## src/rtl/rxd_fill_pkg.sv

```systemverilog
package rxd_fill_pkg;
   localparam int HDR_BYTES     = 24;
   localparam int FCS_BYTES     = 4;
   localparam int RECV_WORD_OFS = 4;
   localparam int LEN_FIELD_OFS = 16;
   localparam int LEN_BITS      = 12;
   localparam int NUM_CNT       = 6;
   localparam int SEL_FRAME_ERR = 0;
   localparam int SEL_RX_ERR    = 1;
   localparam int SEL_CRC_ERR   = 2;
   localparam int SEL_LINK_LOST = 3;
   localparam int SEL_DROPPED   = 4;
   localparam int SEL_RX_FRAMES = 5;

   typedef enum logic [2:0] {
      ST_IDLE,
      ST_FILL,
      ST_DROP,
      ST_LEN_LO,
      ST_LEN_HI,
      ST_FLAG
   } fill_st_e;
endpackage

```

## src/rtl/rxd_free_fifo.sv

```systemverilog
module rxd_free_fifo #(
   parameter int DEPTH = 64,
   parameter int W     = 24
) (
   input  logic         clk,
   input  logic         rst_n,
   input  logic         flush,
   input  logic         push,
   input  logic [W-1:0] push_data,
   input  logic         pop,
   output logic         empty,
   output logic         full,
   output logic [W-1:0] head
);
   localparam int AW = $clog2(DEPTH);

   generate
      if (DEPTH < 2 || (1 << AW) != DEPTH) begin : g_bad_depth
         $error("rxd_free_fifo: DEPTH must be a power of two of at least 2");
      end
   endgenerate

   logic [W-1:0]  slots [DEPTH];
   logic [AW-1:0] wr_ptr, rd_ptr;
   logic [AW:0]   count;
   logic          do_push, do_pop;

   assign empty   = (count == '0);
   assign full    = (count == (AW+1)'(DEPTH));
   assign do_push = push && !full && !flush;
   assign do_pop  = pop && !empty && !flush;
   assign head    = slots[rd_ptr];

   always_ff @(posedge clk) begin
      if (do_push) slots[wr_ptr] <= push_data;
   end

   always_ff @(posedge clk) begin
      if (!rst_n || flush) begin
         wr_ptr <= '0;
         rd_ptr <= '0;
         count  <= '0;
      end else begin
         if (do_push) wr_ptr <= wr_ptr + 1'b1;
         if (do_pop)  rd_ptr <= rd_ptr + 1'b1;
         case ({do_push, do_pop})
            2'b10:   count <= count + 1'b1;
            2'b01:   count <= count - 1'b1;
            default: count <= count;
         endcase
      end
   end

   AST_FLUSH_EMPTIES: assert property (@(posedge clk) disable iff (!rst_n)
      flush |=> empty) else $error("flush left descriptors queued");
   AST_POP_NONEMPTY: assert property (@(posedge clk) disable iff (!rst_n)
      pop |-> !empty) else $error("pop with no free descriptor");
endmodule

```

## src/rtl/rxd_evt_counter.sv

```systemverilog
module rxd_evt_counter #(
   parameter int W   = 8,
   parameter bit SAT = 1'b1
) (
   input  logic         clk,
   input  logic         rst_n,
   input  logic         inc,
   input  logic         clr,
   output logic [W-1:0] q
);
   generate
      if (W < 1 || W > 32) begin : g_bad_width
         $error("rxd_evt_counter: W must be 1..32");
      end
      if (SAT) begin : g_sat
         always_ff @(posedge clk) begin
            if (!rst_n || clr)        q <= '0;
            else if (inc && q != '1)  q <= q + 1'b1;
         end
         AST_CNT_SATURATES: assert property (@(posedge clk) disable iff (!rst_n)
            (q == '1 && !clr) |=> (q == '1)) else $error("counter wrapped");
      end else begin : g_wrap
         always_ff @(posedge clk) begin
            if (!rst_n || clr) q <= '0;
            else if (inc)      q <= q + 1'b1;
         end
      end
   endgenerate

   AST_CNT_CLEAR: assert property (@(posedge clk) disable iff (!rst_n)
      clr |=> (q == '0)) else $error("clear did not win");
endmodule

```

## src/rtl/rxd_fill_ctrl.sv

```systemverilog
module rxd_fill_ctrl
   import rxd_fill_pkg::*;
#(
   parameter int OFFS_W        = 24,
   parameter int PAYLOAD_BYTES = 2024
) (
   input  logic              clk,
   input  logic              rst_n,
   input  logic              rx_valid,
   input  logic [7:0]        rx_data,
   input  logic              rx_last,
   input  logic              rx_crc_err,
   input  logic              rx_frame_err,
   input  logic              fifo_empty,
   input  logic [OFFS_W-1:0] fifo_head,
   output logic              fifo_pop,
   output logic              mem_we,
   output logic [OFFS_W-1:0] mem_addr,
   output logic [7:0]        mem_wdata,
   output logic              inc_drop,
   output logic              inc_rxerr,
   output logic              inc_crc,
   output logic              inc_ferr,
   output logic              inc_frames
);
   localparam int IW      = $clog2(PAYLOAD_BYTES + 1);
   localparam int MAX_LEN = HDR_BYTES + PAYLOAD_BYTES + FCS_BYTES;

   generate
      if (MAX_LEN >= (1 << LEN_BITS)) begin : g_bad_payload
         $error("rxd_fill_ctrl: payload too large for the 12-bit length field");
      end
      if (OFFS_W < LEN_BITS) begin : g_bad_offs
         $error("rxd_fill_ctrl: OFFS_W too narrow for one descriptor");
      end
   endgenerate

   fill_st_e          st_q;
   logic [OFFS_W-1:0] base_q, cur_base;
   logic [IW-1:0]     idx_q, idx_c, stored_next;
   logic              trunc_q, trunc_c;
   logic              start, store_start, store_byte, room, wr_byte, accept_last;
   logic [LEN_BITS-1:0] len_val;

   assign start       = rx_valid && (st_q == ST_IDLE);
   assign store_start = start && !fifo_empty;
   assign store_byte  = store_start || (rx_valid && st_q == ST_FILL);
   assign cur_base    = store_start ? fifo_head : base_q;
   assign idx_c       = store_start ? '0 : idx_q;
   assign room        = idx_c < IW'(PAYLOAD_BYTES);
   assign wr_byte     = store_byte && room;
   assign trunc_c     = (store_start ? 1'b0 : trunc_q) | (store_byte && !room);
   assign stored_next = idx_c + IW'(wr_byte);
   assign accept_last = rx_valid && rx_last &&
                        (st_q == ST_IDLE || st_q == ST_FILL || st_q == ST_DROP);
   assign len_val     = LEN_BITS'(HDR_BYTES + FCS_BYTES) + LEN_BITS'(idx_q);

   assign fifo_pop    = store_start;
   assign inc_drop    = start && fifo_empty;
   assign inc_crc     = accept_last && rx_crc_err;
   assign inc_ferr    = accept_last && rx_frame_err;
   assign inc_rxerr   = store_byte && rx_last && trunc_c;
   assign inc_frames  = (st_q == ST_FLAG);

   always_ff @(posedge clk) begin
      if (!rst_n) begin
         st_q    <= ST_IDLE;
         base_q  <= '0;
         idx_q   <= '0;
         trunc_q <= 1'b0;
      end else begin
         case (st_q)
            ST_IDLE: if (start) begin
               if (fifo_empty) begin
                  st_q <= rx_last ? ST_IDLE : ST_DROP;
               end else begin
                  base_q  <= fifo_head;
                  idx_q   <= stored_next;
                  trunc_q <= trunc_c;
                  st_q    <= rx_last ? ST_LEN_LO : ST_FILL;
               end
            end
            ST_FILL: if (rx_valid) begin
               idx_q   <= stored_next;
               trunc_q <= trunc_c;
               if (rx_last) st_q <= ST_LEN_LO;
            end
            ST_DROP:   if (rx_valid && rx_last) st_q <= ST_IDLE;
            ST_LEN_LO: st_q <= ST_LEN_HI;
            ST_LEN_HI: st_q <= ST_FLAG;
            default:   st_q <= ST_IDLE;
         endcase
      end
   end

   always_ff @(posedge clk) begin
      if (!rst_n) begin
         mem_we    <= 1'b0;
         mem_addr  <= '0;
         mem_wdata <= '0;
      end else begin
         mem_we <= wr_byte || st_q == ST_LEN_LO || st_q == ST_LEN_HI || st_q == ST_FLAG;
         if (wr_byte) begin
            mem_addr  <= cur_base + OFFS_W'(HDR_BYTES) + OFFS_W'(idx_c);
            mem_wdata <= rx_data;
         end else if (st_q == ST_LEN_LO) begin
            mem_addr  <= base_q + OFFS_W'(LEN_FIELD_OFS);
            mem_wdata <= len_val[7:0];
         end else if (st_q == ST_LEN_HI) begin
            mem_addr  <= base_q + OFFS_W'(LEN_FIELD_OFS + 1);
            mem_wdata <= 8'(len_val[LEN_BITS-1:8]);
         end else if (st_q == ST_FLAG) begin
            mem_addr  <= base_q + OFFS_W'(RECV_WORD_OFS);
            mem_wdata <= 8'h01;
         end
      end
   end

   AST_INPUT_GAP: assert property (@(posedge clk) disable iff (!rst_n)
      (st_q == ST_LEN_LO || st_q == ST_LEN_HI || st_q == ST_FLAG) |-> !rx_valid)
      else $error("byte arrived during header write-back");
   AST_DROP_SILENT: assert property (@(posedge clk) disable iff (!rst_n)
      (st_q == ST_DROP) |=> !mem_we) else $error("dropped frame wrote memory");
   AST_WRITE_IN_DESC: assert property (@(posedge clk) disable iff (!rst_n)
      mem_we |-> (OFFS_W'(mem_addr - base_q) < OFFS_W'(HDR_BYTES + PAYLOAD_BYTES)))
      else $error("write outside descriptor");
endmodule

```

## src/rtl/rxd_fill_engine.sv

```systemverilog
module rxd_fill_engine
   import rxd_fill_pkg::*;
#(
   parameter int OFFS_W        = 24,
   parameter int FIFO_DEPTH    = 64,
   parameter int PAYLOAD_BYTES = 2024,
   parameter int EVT_CNT_W     = 8,
   parameter int FRM_CNT_W     = 32
) (
   input  logic              clk,
   input  logic              rst_n,
   input  logic              post_we,
   input  logic [31:0]       post_data,
   input  logic              free_flush,
   input  logic              rx_valid,
   input  logic [7:0]        rx_data,
   input  logic              rx_last,
   input  logic              rx_crc_err,
   input  logic              rx_frame_err,
   input  logic              link_lost,
   input  logic [2:0]        cnt_sel,
   input  logic              cnt_we,
   input  logic [31:0]       cnt_wdata,
   output logic [31:0]       cnt_rdata,
   output logic              mem_we,
   output logic [OFFS_W-1:0] mem_addr,
   output logic [7:0]        mem_wdata
);
   generate
      if (OFFS_W > 30) begin : g_bad_offs
         $error("rxd_fill_engine: OFFS_W must leave bit 31 for the valid flag");
      end
      if (FRM_CNT_W > 32 || EVT_CNT_W > 32) begin : g_bad_cnt
         $error("rxd_fill_engine: counters are limited to 32 bits");
      end
   endgenerate

   logic              fifo_empty, fifo_full, fifo_pop, post_push;
   logic [OFFS_W-1:0] fifo_head;
   logic              unused_post_hi;
   logic [NUM_CNT-1:0] cnt_inc, cnt_clr;
   logic [31:0]       cnt_val [NUM_CNT];

   assign post_push      = post_we && post_data[31];
   assign unused_post_hi = ^{post_data[30:OFFS_W], fifo_full};

   rxd_free_fifo #(.DEPTH(FIFO_DEPTH), .W(OFFS_W)) u_free (
      .clk(clk), .rst_n(rst_n), .flush(free_flush),
      .push(post_push), .push_data(post_data[OFFS_W-1:0]),
      .pop(fifo_pop), .empty(fifo_empty), .full(fifo_full), .head(fifo_head)
   );

   rxd_fill_ctrl #(.OFFS_W(OFFS_W), .PAYLOAD_BYTES(PAYLOAD_BYTES)) u_ctrl (
      .clk(clk), .rst_n(rst_n),
      .rx_valid(rx_valid), .rx_data(rx_data), .rx_last(rx_last),
      .rx_crc_err(rx_crc_err), .rx_frame_err(rx_frame_err),
      .fifo_empty(fifo_empty), .fifo_head(fifo_head), .fifo_pop(fifo_pop),
      .mem_we(mem_we), .mem_addr(mem_addr), .mem_wdata(mem_wdata),
      .inc_drop(cnt_inc[SEL_DROPPED]), .inc_rxerr(cnt_inc[SEL_RX_ERR]),
      .inc_crc(cnt_inc[SEL_CRC_ERR]), .inc_ferr(cnt_inc[SEL_FRAME_ERR]),
      .inc_frames(cnt_inc[SEL_RX_FRAMES])
   );

   assign cnt_inc[SEL_LINK_LOST] = link_lost;

   genvar gi;
   generate
      for (gi = 0; gi < NUM_CNT; gi++) begin : g_cnt
         localparam int  CW  = (gi == SEL_RX_FRAMES) ? FRM_CNT_W : EVT_CNT_W;
         localparam bit  SAT = (gi != SEL_RX_FRAMES);
         logic [CW-1:0] q;
         assign cnt_clr[gi] = cnt_we && (cnt_wdata == 32'd0) && (cnt_sel == 3'(gi));
         rxd_evt_counter #(.W(CW), .SAT(SAT)) u_cnt (
            .clk(clk), .rst_n(rst_n), .inc(cnt_inc[gi]), .clr(cnt_clr[gi]), .q(q)
         );
         assign cnt_val[gi] = 32'(q);
      end
   endgenerate

   always_comb begin
      cnt_rdata = '0;
      for (int i = 0; i < NUM_CNT; i++) begin
         if (cnt_sel == 3'(i)) cnt_rdata = cnt_val[i];
      end
   end
endmodule

```

## config.mk

```make
export PLATFORM = sky130hd
export DESIGN_NAME = rxd_fill_engine
export DESIGN_NICKNAME = d
export VERILOG_FILES = /design/src/rtl/rxd_fill_pkg.sv /design/src/rtl/rxd_free_fifo.sv /design/src/rtl/rxd_evt_counter.sv /design/src/rtl/rxd_fill_ctrl.sv /design/src/rtl/rxd_fill_engine.sv
export SDC_FILE = /design/constraint.sdc
export NUM_CORES = 2
export LEC_CHECK = 0
export ABC_AREA = 1
export BUFFER_PORTS_ARGS = -buffer_cell sky130_fd_sc_hd__buf_4
export CAP_MARGIN = 20
export CELL_PAD_IN_SITES_DETAIL_PLACEMENT = 1
export CELL_PAD_IN_SITES_GLOBAL_PLACEMENT = 2
export CORE_ASPECT_RATIO = 0.6
export CORE_UTILIZATION = 39
export DETAILED_ROUTE_END_ITERATION = 7
export PLACE_DENSITY_LB_ADDON = 0.1
export SYNTH_ARGS = -nofsm -noshare
export SYNTH_HDL_FRONTEND = slang
export SYNTH_SLANG_ARGS = --single-unit
```

## constraint.sdc

```tcl
create_clock -name clk -period 3.75 [get_ports clk]
set_input_delay 0.1875 -clock clk [delete_from_list [all_inputs] [get_ports clk]]
set_output_delay 0.1875 -clock clk [all_outputs]
set_load 0.01 [all_outputs]
```

Word level (Yosys, flattened, before mapping). Memory sizes are Yosys's and may differ from the RTL's. A register that Yosys moved wholly into a read port is not among the register bits. Cells that the tools add are included.

Bits in registers: 163. Bits in writable memories: 1536. Input port bits: 85. Output and inout port bits: 65. Memories kept: 1.

Memories: u_free.slots (depth 64, width 24, rd ports 1, clocked after memory_dff 1, write ports 1, RTL line rxd_free_fifo.sv:23) `logic [W-1:0] slots [DEPTH];`.

Add/subtract/negate cells: 17. Magnitude comparators: 1. Equal/unequal tests: 23. Muxes and demuxes: 38. Bitwise logic cells: 2. Reduce and logical (&&, ||, !) cells: 57.

Operators by type and width (count): 32-bit two-way mux (5); 24-bit two-way mux (5); 24-bit by 5-bit adder with 24-bit output, second input constant (3); 11-bit two-way mux (4); 8-bit by 1-bit adder with 8-bit output, second input constant (5); 8-bit two-way mux (5); 8-bit != test, second input constant (5); 32-bit by 1-bit adder with 32-bit output, second input constant (1); 32-bit zero test (1); 1-bit logical AND (29); 24-bit by 11-bit adder with 24-bit output (1); 24-bit by 3-bit adder with 24-bit output, second input constant (1); 11-bit one-hot mux with 2 select lines (1); 3-bit two-way mux (5); 3-bit one-hot mux with 5 select lines (1); 7-bit one-hot mux with 2 select lines (1); 1-bit logical OR (13); 5-bit by 11-bit adder with 12-bit output, first input constant (1); 6-bit by 1-bit adder with 6-bit output, second input constant (2); 3-bit by 2-bit equality test with 1-bit output, second input constant (4); 3-bit equality test, second input constant (4); 6-bit two-way mux (2); 11-bit by 1-bit adder with 11-bit output (1); 11-bit less-than comparator, second input constant (1); other kinds (20) (37).

Logic depth before layout (Yosys ltp).
Depth after elaboration: 11. Depth in mapped cells: 31. Gate-level depth less buffers: 27.

By module. A second synthesis with hierarchy kept.

Cell total of the unflattened synthesis: 7051. Area total of the unflattened synthesis: 73728.2 um^2.

Modules (own cells, without submodules): rxd_free_fifo (times used 1, cells an instance 5392, area an instance 63573.5 um^2, seq. area each 46624.7 um^2); rxd_fill_ctrl (times used 1, cells an instance 846, area an instance 5287.6 um^2, seq. area each 1441.4 um^2); rxd_evt_counter at g_cnt[0].u_cnt ... (times used 5, cells an instance 71, area an instance 456.7 um^2, seq. area each 160.2 um^2); rxd_evt_counter at g_cnt[5].u_cnt (times used 1, cells an instance 275, area an instance 1798.0 um^2, seq. area each 640.6 um^2); rxd_fill_engine (times used 1, cells an instance 183, area an instance 785.8 um^2, seq. area each 0.0 um^2).

Least setup slack after synthesis. Ideal clock, no wire load.

Path type: reg-to-reg. Start point: register (tool-made name). End point: register u_ctrl.mem_addr[16]. Library setup time: 70 ps. Arrival time: 3943 ps. Slack: -263 ps. Cell stages (with the launch flop): 27. Buffers on the path: 5. Path through: dfxtp_1 > buf_6 > buf_4 > buf_4 > buf_4 > buf_2 > o21ai_0 > o22ai_1 > nor2_1 > o221ai_1 > o311ai_1 > nand3_1 > o21ai_1 > ha_1 > inv_1 > ha_1 > nand3_1 > nand3_1 > a21oi_1 > o21ai_1 > a21boi_0 > o21ai_0 > nand3_2 > nor2_4 > xor2_1 > nand2_1 > a21oi_1.

RTL lines: end signal, assigned (RTL line rxd_fill_ctrl.sv:104) `mem_addr <= cur_base + OFFS_W'(HDR_BYTES) + OFFS_W'(idx_c);`; end signal, assigned (RTL line rxd_fill_ctrl.sv:107) `mem_addr <= base_q + OFFS_W'(LEN_FIELD_OFS);`; end signal, assigned (RTL line rxd_fill_ctrl.sv:110) `mem_addr <= base_q + OFFS_W'(LEN_FIELD_OFS + 1);`; end, declared (RTL line rxd_fill_ctrl.sv:18) `output logic [OFFS_W-1:0] mem_addr,`.

==> results summary <==
The clock latency on the worst-skew pair is ~830 ps. By area the synthesized netlist is led by sky130_fd_sc_hd__edfxtp_1 65%, sky130_fd_sc_hd__nand2_1 6.1%, sky130_fd_sc_hd__nand3_1 5.3%. The flow ran to the end, but the final reports show violations. The net count of the finished layout came out at 6951. The xor/xnor cell area share of the yosys netlist is 0.00531. The delay of the slowest critical-path stage came out at roughly 370 ps.

The total negative slack is -8040 ps. The first global-routing pass estimated approximately 370000 um of wire. The data arrival time of the worst path is 5050 ps. The endpoint type of the worst setup path is a register. The detailed router finished its first iteration with 5684 violations. For the final database, setup skew stands at ~31 ps. By area, the combinational part of the netlist is dominated by simple AND/OR/NAND/NOR gates. In this run the vertical extent of the chip is about 330 um. After detailed routing, the total wire length is 260000 um.

The post-detailed-route wirelength per cell came out at roughly 28 um. The clock sink count came out at ~1.7k. The number of clock buffers added by TritonCTS is 175. The count of flip-flops with a built-in enable after synthesis came out at 1536. Dividing total power by cell area gives a power density of ~470 nW/um^2.

The minimum clock period after layout came out at 4310 ps. The largest individual stage delay along the critical path comes from the cell sky130_fd_sc_hd__o311ai_4. The worst-case IR drop observed on VDD is between 0.3 and 0.4 mV. The layout has 18.9k filler cells. In this design, the critical path's most frequently occurring cell is sky130_fd_sc_hd__nand2_2.

Headroom to the max-slew limit came out at 0.281. The leakage power total came out at 30.0 nW. The total power draw came out at 40.4 mW.

The final weighted congestion in routability-driven placement came out at ~0.82. The unique cell type count in the Yosys netlist is 62. The switching power is 9.37 mW.

Clock tree synthesis selected as its root buffer the cell sky130_fd_sc_hd__clkbuf_16. The core region is 180000 sq um. The most frequent cell after synthesis is sky130_fd_sc_hd__edfxtp_1. The number of detailed-routing iterations run before antenna repair came out at 6. The largest fanout on the critical path came out at 12.

The share of the cycle needed by the critical path after routing is 1.15. Of the total power, combinational logic draws 0.066. The number of pins exceeding their max-slew limit in the final report is 0.

After synthesis, the share of flip-flops with an asynchronous set or reset is 0. The final design instance area without fill came out at 86200 sq um. Of the cells placed in the final design, the portion with a size suffix greater than 1 is 0.183. The via count normalized by instance count came out at 5.66. The internal portion of total power is slightly above 30 mW.

The instance area after placement came out at 78000 sq um. The proportion of power drawn by the clock network came out at 0.419. The maximum clock frequency came out at between 200 and 250 MHz. The min-delay analysis places its worst path in the category in -> reg. The initial standard-cell utilization of the core is 0.395. In this run the tool buffered the top-level ports with 142 buffer cells. The count of antenna-violating nets left after detailed routing is 0. The net count after synthesis is between 6k and 7k. The most used flip-flop cell after synthesis is sky130_fd_sc_hd__edfxtp_1. The floorplan die area came out at around 180000 sq um.

The gate count after technology mapping is ~6.3k. The synthesis warning total is 0. The vias after detailed routing is between 50k and 60k. In this run the number of H-tree levels came out at 4. The final-report setup violation count came out at 21.

The global router's overall resource usage is 0.276. The area overhead of the layout relative to synthesis is 21.5%. The number of antenna violations at the first check in global routing came to 11. Of the post-synthesis cell area, the dominant cell type holds 0.650. The startpoint-to-endpoint class of the critical path is reg -> reg. The cell count after placement came out at 8926. The number of I/O pins came out at 150. Of the total power, the share spent switching nets is 0.232. The total of max-cap violations came out at 0. Once layout is complete, the utilization of the core stands at 0.480. Row generation in the floorplan step produced between 100 and 150 rows. STA puts the critical path data required time at 4490 ps. Summed over all instances, the cell type with the most area after synthesis is sky130_fd_sc_hd__edfxtp_1. Entering global routing, the biggest net connects 65 pins.

Of the synthesized area, sequential elements account for 0.698. The clock passes through at most 4 buffers. The checks that failed: negative setup slack.

Once detailed placement completed, the half-perimeter wirelength came to 159000 um. After clock tree synthesis, the clock-pin slew on the worst setup and hold paths is ~70 ps. The via count of the first global-routing pass came out at 52.3k. The proportion of synthesized area in mux cells is 0.

The synthesized flop and latch total came out at 1705. The remaining global-route overflow came out at 0. The number of non-filler instances in the completed layout came out at 9340.

Dividing the synthesized area by the synthesized cell count gives about 11 sq um. The hold violation count in the final report is 0. STA classifies the critical path startpoint as a register. Hold is met by roughly 20 ps. Of the total synthesized cell area, the portion taken by AND, OR, NAND and NOR gates is 0.166. The worst-case setup slack after placement came out at -1080 ps. The area fraction in compound gates after synthesis came out at 0.0833. TritonCTS built the clock tree. The synthesized area came out at 71000 sq um. At the pin with the least slew margin, the transition time is 1080 ps.

The part of the total power dissipated in sequential elements is 0.516. The smallest setup slack after layout came out at -556 ps. The area share of fa/ha/maj cells after synthesis is 0.00815. In the synthesized netlist, the cells that appear most often are 1536 x sky130_fd_sc_hd__edfxtp_1, 1144 x sky130_fd_sc_hd__nand2_1, 753 x sky130_fd_sc_hd__nand3_1, 753 x sky130_fd_sc_hd__nor2_1, 523 x sky130_fd_sc_hd__o21ai_0.

The number of remaining DRC errors is 0. Setup repair after global routing could not meet its margin everywhere. The horizontal die dimension came out at 553 um.
[sequential cells by signal, indices dropped and copies added, names as in the netlist, named ones only]
name,count
g_cnt.u_cnt.q,72
u_ctrl.base_q,24
u_ctrl.idx_q,11
u_ctrl.mem_addr,24
u_ctrl.mem_wdata,8
u_ctrl.mem_we,1
u_ctrl.st_q,3
u_ctrl.trunc_q,1
u_free.count,7
u_free.rd_ptr,6
u_free.slots,1536
u_free.wr_ptr,6
[layout make-up]
class | count | area, sq um | area share
inverter | 239 | 950 | 0.0110
tap | 2379 | 2980 | 0.0345
multi-input combinational | 3938 | 20200 | 0.234
clock inverter | 81 | 624 | 0.00724
clock buffer | 229 | 4670 | 0.0541
sequential | 1705 | 49500 | 0.574
timing repair inverter | 2 | 41.3 | 0.000479
timing repair buffer | 760 | 7240 | 0.0839
antenna | 7 | 17.5 | 0.000203
[per-layer routing]
layer,global-route usage,part of all wire
met5,0,0
met4,0.0515,0.016
met1,0.437,0.49
met3,0.0696,0.092
met2,0.377,0.40
[critical path, delay by kind of cell, from the launching register on]
kind,cells,cell delay [ps]
adder cells (fa/ha/maj),2,510
flip-flops,1,360
AND/OR/NAND/NOR,13,1450
AO/OA/AOI/OAI,5,1080
buffers and inverters,5,800
[kinds of logic (layout without fill, tap and decap cells)]
logic type               after synthesis  count (layout)
AO/OA/AOI/OAI                       1057            1057
AND/OR/NAND/NOR                     2793            2793
XOR/XNOR                              43              43
other                                  0               7
adder cells (fa/ha/maj)               45              45
buffers and inverters                609            1311
flip-flops                          1705            1705
[placed cells by master (no fill, tap or decap), drive strengths merged, types with 7 or more instances in the layout]
cell type	count
a31oi	20
xor2	34
a21oi	131
nand4	24
diode	7
nor3b	9
o21ai	596
o221ai	42
nand2	1147
buf	717
nor2	760
o311ai	13
ha	43
nor3	55
xnor2	9
or2	10
clkbuf	243
nor4	27
bufinv	9
o22ai	221
inv	242
nand3	756
dfxtp	169
dlygate4sd3	28
o211ai	9
clkinv	67
edfxtp	1536
[power by group through the flow]
stage                     Sequential (mW)  Combinational, mW  Clock, mW
after floorplan                      21.3               1.06          0
after global placement               21.3               2.27          0
after detailed placement             21.3               2.30          0
after CTS                            20.8               2.46       17.2
after global routing                 20.8               2.87       17.9
final                                20.8               2.66       16.9
[what timing repair did]
action,CTS,global route
resized for setup,156,314
setup buffers,20,30
pin swaps,29,129
hold endpoints to repair,321,0
gates cloned,9,14
endpoints found under the setup margin,21,23
hold buffers,28,0
[worst paths after layout]
check                           cells past startpoint  slack [ps]              endpoint            start
worst max register to register                     25        -560   u_ctrl.mem_addr[19]         register
worst max-delay path                               25        -560   u_ctrl.mem_addr[19]         register
worst min register to register                      1         450       u_ctrl.idx_q[7]  u_ctrl.idx_q[6]
worst min-delay path                                1          20  u_free.slots[10][14]    post_data[14]
No activity file was read; power rests on OpenSTA's default activity.
